File: src/rtl/spi_status_pkg.sv
package spi_status_pkg;
  localparam int unsigned STAT_W    = 8;
  localparam int unsigned BIT_RXF   = 7;
  localparam int unsigned BIT_MATCH = 6;
  localparam int unsigned BIT_TXE   = 5;
  localparam int unsigned BIT_MODF  = 4;
  localparam int unsigned N_ARMED   = 3;
  // index into the armed flag vector
  localparam int unsigned IDX_RXF   = 0;
  localparam int unsigned IDX_MATCH = 1;
  localparam int unsigned IDX_MODF  = 2;
  localparam logic [STAT_W-1:0] STAT_RESET = 8'h20;
endpackage

File: src/rtl/spi_armed_flag.sv
module spi_armed_flag (
  input  logic clk_i,
  input  logic rst_ni,
  input  logic set_i,
  input  logic status_rd_i,
  input  logic data_rd_i,
  input  logic dma_sel_i,
  input  logic dma_done_i,
  output logic flag_o
);
  logic flag_q, arm_q;
  logic clr, arm_d;

  assign clr   = dma_sel_i ? dma_done_i : (data_rd_i & arm_q);
  // arm is taken only from a status read that sees the flag set; any data read consumes it
  assign arm_d = ~dma_sel_i & flag_q & ~data_rd_i & (arm_q | status_rd_i);

  always_ff @(posedge clk_i or negedge rst_ni) begin
    if (!rst_ni) begin
      flag_q <= 1'b0;
      arm_q  <= 1'b0;
    end else begin
      flag_q <= set_i | (flag_q & ~clr);
      arm_q  <= arm_d;
    end
  end

  assign flag_o = flag_q;


  set_visible_chk: assert property (@(posedge clk_i) disable iff (!rst_ni)
    set_i |=> flag_q);

  armed_clear_chk: assert property (@(posedge clk_i) disable iff (!rst_ni)
    (!dma_sel_i && arm_q && data_rd_i && !set_i) |=> !flag_q);

  bare_read_keep_chk: assert property (@(posedge clk_i) disable iff (!rst_ni)
    (!dma_sel_i && flag_q && !arm_q && !dma_done_i) |=> flag_q);

  dma_clear_chk: assert property (@(posedge clk_i) disable iff (!rst_ni)
    (dma_sel_i && dma_done_i && !set_i) |=> !flag_q);

  dma_no_arm_chk: assert property (@(posedge clk_i) disable iff (!rst_ni)
    dma_sel_i |=> !arm_q);
endmodule

File: src/rtl/spi_txe_flag.sv
module spi_txe_flag (
  input  logic clk_i,
  input  logic rst_ni,
  input  logic load_i,
  input  logic move_i,
  output logic flag_o
);
  logic flag_q;

  always_ff @(posedge clk_i or negedge rst_ni) begin
    if (!rst_ni) flag_q <= 1'b1;
    else         flag_q <= move_i | (flag_q & ~load_i);
  end

  assign flag_o = flag_q;


  txe_load_chk: assert property (@(posedge clk_i) disable iff (!rst_ni)
    (load_i && !move_i) |=> !flag_q);

  txe_move_chk: assert property (@(posedge clk_i) disable iff (!rst_ni)
    move_i |=> flag_q);
endmodule

File: src/rtl/spi_status_reg.sv
module spi_status_reg
  import spi_status_pkg::*;
(
  input  logic              clk_i,
  input  logic              rst_ni,
  input  logic              xfer_done_i,
  input  logic              match_hit_i,
  input  logic              mode_fault_i,
  input  logic              txbuf_load_i,
  input  logic              txbuf_move_i,
  input  logic              status_rd_i,
  input  logic              data_rd_i,
  input  logic              rx_dma_en_i,
  input  logic              rx_dma_done_i,
  input  logic              status_wr_i,
  input  logic [STAT_W-1:0] status_wdata_i,
  output logic [STAT_W-1:0] status_o
);
  logic [N_ARMED-1:0] set_v, dsel_v, ddone_v, flag_v;
  logic               txe;

  always_comb begin
    set_v   = '0;
    dsel_v  = '0;
    ddone_v = '0;
    set_v[IDX_RXF]   = xfer_done_i;
    set_v[IDX_MATCH] = match_hit_i;
    set_v[IDX_MODF]  = mode_fault_i;
    // only receive-full follows the DMA path
    dsel_v[IDX_RXF]  = rx_dma_en_i;
    ddone_v[IDX_RXF] = rx_dma_done_i;
  end

  for (genvar i = 0; i < N_ARMED; i++) begin : g_flag
    spi_armed_flag u_flag (
      .clk_i       (clk_i),
      .rst_ni      (rst_ni),
      .set_i       (set_v[i]),
      .status_rd_i (status_rd_i),
      .data_rd_i   (data_rd_i),
      .dma_sel_i   (dsel_v[i]),
      .dma_done_i  (ddone_v[i]),
      .flag_o      (flag_v[i])
    );
  end

  spi_txe_flag u_txe (
    .clk_i  (clk_i),
    .rst_ni (rst_ni),
    .load_i (txbuf_load_i),
    .move_i (txbuf_move_i),
    .flag_o (txe)
  );

  always_comb begin
    status_o            = '0;
    status_o[BIT_RXF]   = flag_v[IDX_RXF];
    status_o[BIT_MATCH] = flag_v[IDX_MATCH];
    status_o[BIT_TXE]   = txe;
    status_o[BIT_MODF]  = flag_v[IDX_MODF];
  end

  logic quiet;
  assign quiet = !(xfer_done_i | match_hit_i | mode_fault_i | txbuf_load_i |
                   txbuf_move_i | data_rd_i | rx_dma_done_i);


  low_bits_zero_chk: assert property (@(posedge clk_i) disable iff (!rst_ni)
    status_o[3:0] == 4'h0);

  write_ignored_chk: assert property (@(posedge clk_i) disable iff (!rst_ni)
    (status_wr_i && quiet && (status_wdata_i != status_o)) |=> $stable(status_o));

  match_no_dma_chk: assert property (@(posedge clk_i) disable iff (!rst_ni)
    (status_o[BIT_MATCH] && rx_dma_done_i && !data_rd_i) |=> status_o[BIT_MATCH]);
endmodule

File: config.mk
export PLATFORM = sky130hd
export DESIGN_NAME = spi_status_reg
export DESIGN_NICKNAME = d
export VERILOG_FILES = /design/src/rtl/spi_status_pkg.sv /design/src/rtl/spi_armed_flag.sv /design/src/rtl/spi_txe_flag.sv /design/src/rtl/spi_status_reg.sv
export SDC_FILE = /design/constraint.sdc
export NUM_CORES = 1
export LEC_CHECK = 0
export ABC_AREA = 1
export ABC_CLOCK_PERIOD_IN_PS = 1300
export BUFFER_PORTS_ARGS = -buffer_cell sky130_fd_sc_hd__buf_2
export CORE_AREA = 5 5 42 44
export CTS_CLUSTER_SIZE = 10
export DETAILED_ROUTE_END_ITERATION = 8
export DIE_AREA = 0 0 47 49
export GPL_TIMING_DRIVEN = 0
export MAX_ROUTING_LAYER = met4
export PLACE_DENSITY = 0.6
export SYNTH_ARGS = -nofsm -noshare
export SYNTH_HDL_FRONTEND = slang
export SYNTH_SLANG_ARGS = --single-unit
File: constraint.sdc
create_clock -name clk_i -period 1.3 [get_ports clk_i]
set_input_delay 0.26 -clock clk_i [delete_from_list [all_inputs] [get_ports clk_i]]
set_output_delay 0.26 -clock clk_i [all_outputs]
set_load 0.02 [all_outputs]
==> flow_metrics.tcl <==
set metrics [dict create \
    grt_use_total_pct 6.34 \
    grt_max_degree 8 \
    syn-instance-count 40 \
    final_cell_mix "13 x buf_2, 9 x buf_4, 6 x inv_1, 6 x dfrtp_1" \
    fin_skew_ps 0.216 \
    dp_worst_setup_slack_ps 297 \
    place_congestion 0.604 \
    timing.final.crit_period_ps 1250 \
    wl_per_cell_um 7.88 \
    clkSinkCount 7 \
    cts_root_buf "clkbuf_4" \
    p_clk_share_pct 36.1 \
    p_leak_nw 0.277 \
    final_core_util_pct 36.0 \
    status "finished, final reports clean" \
    critPathRequiredTime_ps 1040 \
    htree_levels 1 \
    regArea_um2 176 \
    multi_input_area_um2 109 \
    synth.cell_area_um2 364 \
    area_growth_pct 38.5 \
    fmax_ghz 0.801 \
    pwr-share-comb_pct 19.2 \
    dieArea_um2 2300 \
    drt-initial-drc-count 1 \
    synth_compound_area_share_pct 12.0 \
    ys_seq_area_share_pct 48.5 \
    drcViolationCount 0 \
    finalNonFillerCells 78 \
    die-width_um 47 \
    synth.avg_cell_area_um2 9.10 \
    yosysWarnings 0 \
    clk_pin_slew_ps 60 \
    switchingPower_uw 140 \
    gr-usage-met1_pct 7.00 \
    irDropWorstVdd_mv 0.535 \
    critPathLaunchType "register" \
    min_path_type "in2reg" \
    drv_cap 0 \
    antenna_found_initial 0 \
    synth_top_area_cell "dfrtp_1" \
    antenna_cells 0 \
    drt_pass1_iterations 2 \
    grt.busiest_layer "met2" \
    period_share_pct 96.1 \
    ant_nets 0 \
    numPortBuffers 14 \
    synth_xor_area_share_pct 0 \
    crit_fanout 2 \
    layout_commonest_cell "buf_2" \
    finalSetupViolations 0 \
    synthAdderAreaFrac_pct 0 \
    drive_above_1_share_pct 54.8 \
    maxSlewViolCount 0 \
    cp.arrival_ps 990 \
    wl_um 615 \
    post_cts_buffers 0 \
    powerDensity_nw_per_um2 1070 \
    grt_remaining_overflow 0 \
    finalSetupTns_ps 0 \
    grt_pass1_wl_um 931 \
    placed_cells 73 \
    finalPower_uw 541 \
    io_pins 28 \
    use_met3_pct 7.01 \
    initial_core_util_pct 26.0 \
    post_drt_via_cell_ratio 3.49 \
    end_kind "primary output" \
    clk_latency_ps 250 \
    dpl.hpwl_um 520 \
    intPower_uw 400 \
    hold_viol 0 \
    synth.area.top_cells "dfrtp_1 41%, buf_4 16%, dfstp_2 7.2%" \
    rsz0062_at_grt "false" \
    seq_power_share_pct 44.7 \
    die_h_um 49 \
    ys_ff_latch 7 \
    grt_pass1_vias 242 \
    switching_share_pct 26.0 \
    num-fill-cells 156 \
    synth_mux_area_share_pct 0 \
    critPathKind "reg2out" \
    numCtsBuffers 3 \
    final.setup.worst_slack_ps 50.9 \
    synth.distinct_cells 14 \
    vias 272 \
    rows 14 \
    tritoncts "built" \
    core_um2 1400 \
    synth_top_area_share_pct 41.2 \
    use_met2_pct 7.01 \
    yosys.area_share.simple_pct 13.7 \
    cts_buffer_depth 2 \
    synth_top_family_by_area "buffers and inverters" \
    nets 83 \
]
==> cell usage after synthesis <==
library cell and count:
dfstp_2 1, nor2_1 2, inv_2 2, a21oi_1 2, conb_1 1, nand2_1 4
buf_4 8, dfrtp_1 6, o21bai_1 1, nand2_2 2, nand3_1 1, nand3_2 1
inv_1 6, a21oi_2 3
==> worst max-delay path: stages, from the launching register on <==
cell	delay [ps]
dfstp_2	520
buf_4	90
buf_4	120
==> cell type report <==
cell class              instances  area share, %
flip-flops and latches          7           35.0
multi-input cells              20           21.6
repair buffers                 15           16.4
plain buffers                   8           11.9
inverters                       8           5.96
clock buffers                   4           5.21
well taps                      16           3.97
==> metal layers <==
metal  wire length, µm  part of all wire, %
met5                 0                    0
met3                65                   11
met1               271                   44
met2               273                   44
met4                 5                 0.81
==> metrics by stage <==
stage / hold WS (ps) / cell area [µm²]
finish: 155 / 504
detailed placement: 99.6 / 465
floorplan: -35.6 / 375
global placement: 101 / 465
global route: 149 / 504
CTS: 147 / 502
==> worst paths after layout <==
path,from,end,slack (ps),depth (start not counted)
min reg2reg,u_txe.flag_o,u_txe.flag_o,470,2
min in group asynchronous,rst_ni,g_flag[1].u_flag.arm_q,370,2
max,u_txe.flag_o,status_o[5],50,2
max reg2reg,u_txe.flag_o,u_txe.flag_o,550,2
max in group asynchronous,rst_ni,u_txe.flag_o,700,2
min,txbuf_load_i,u_txe.flag_o,160,2
==> what timing repair did <==
item / CTS / global route
resized for setup: 0 / 1
hold buffers: 1 / 0
setup endpoints to repair: 0 / 1
endpoints found under the hold margin: 6 / 0
==> registers in the layout, indices dropped and copies added (netlist names) <==
| register | count |
|---|---|
| g_flag.u_flag.arm_q | 3 |
| g_flag.u_flag.flag_o | 3 |
| u_txe.flag_o | 1 |
==> power by group through the flow <==
| stage | registers [mW] | clock network [mW] | logic, mW |
|---|---|---|---|
| 2_1_floorplan | 0.244 | 0 | 0.0705 |
| 3_3_place_gp | 0.245 | 0 | 0.101 |
| 3_5_place_dp | 0.245 | 0 | 0.102 |
| 4_1_cts | 0.242 | 0.207 | 0.104 |
| 5_1_grt | 0.243 | 0.219 | 0.117 |
| 6_report | 0.242 | 0.195 | 0.104 |
==> kinds of logic after synthesis <==
kind of cell    Yosys count
compound gates            6
other cells               1
simple gates             10
flops                     7
buf+inv                  16
Note: power is estimated with default switching activity, not from simulation.
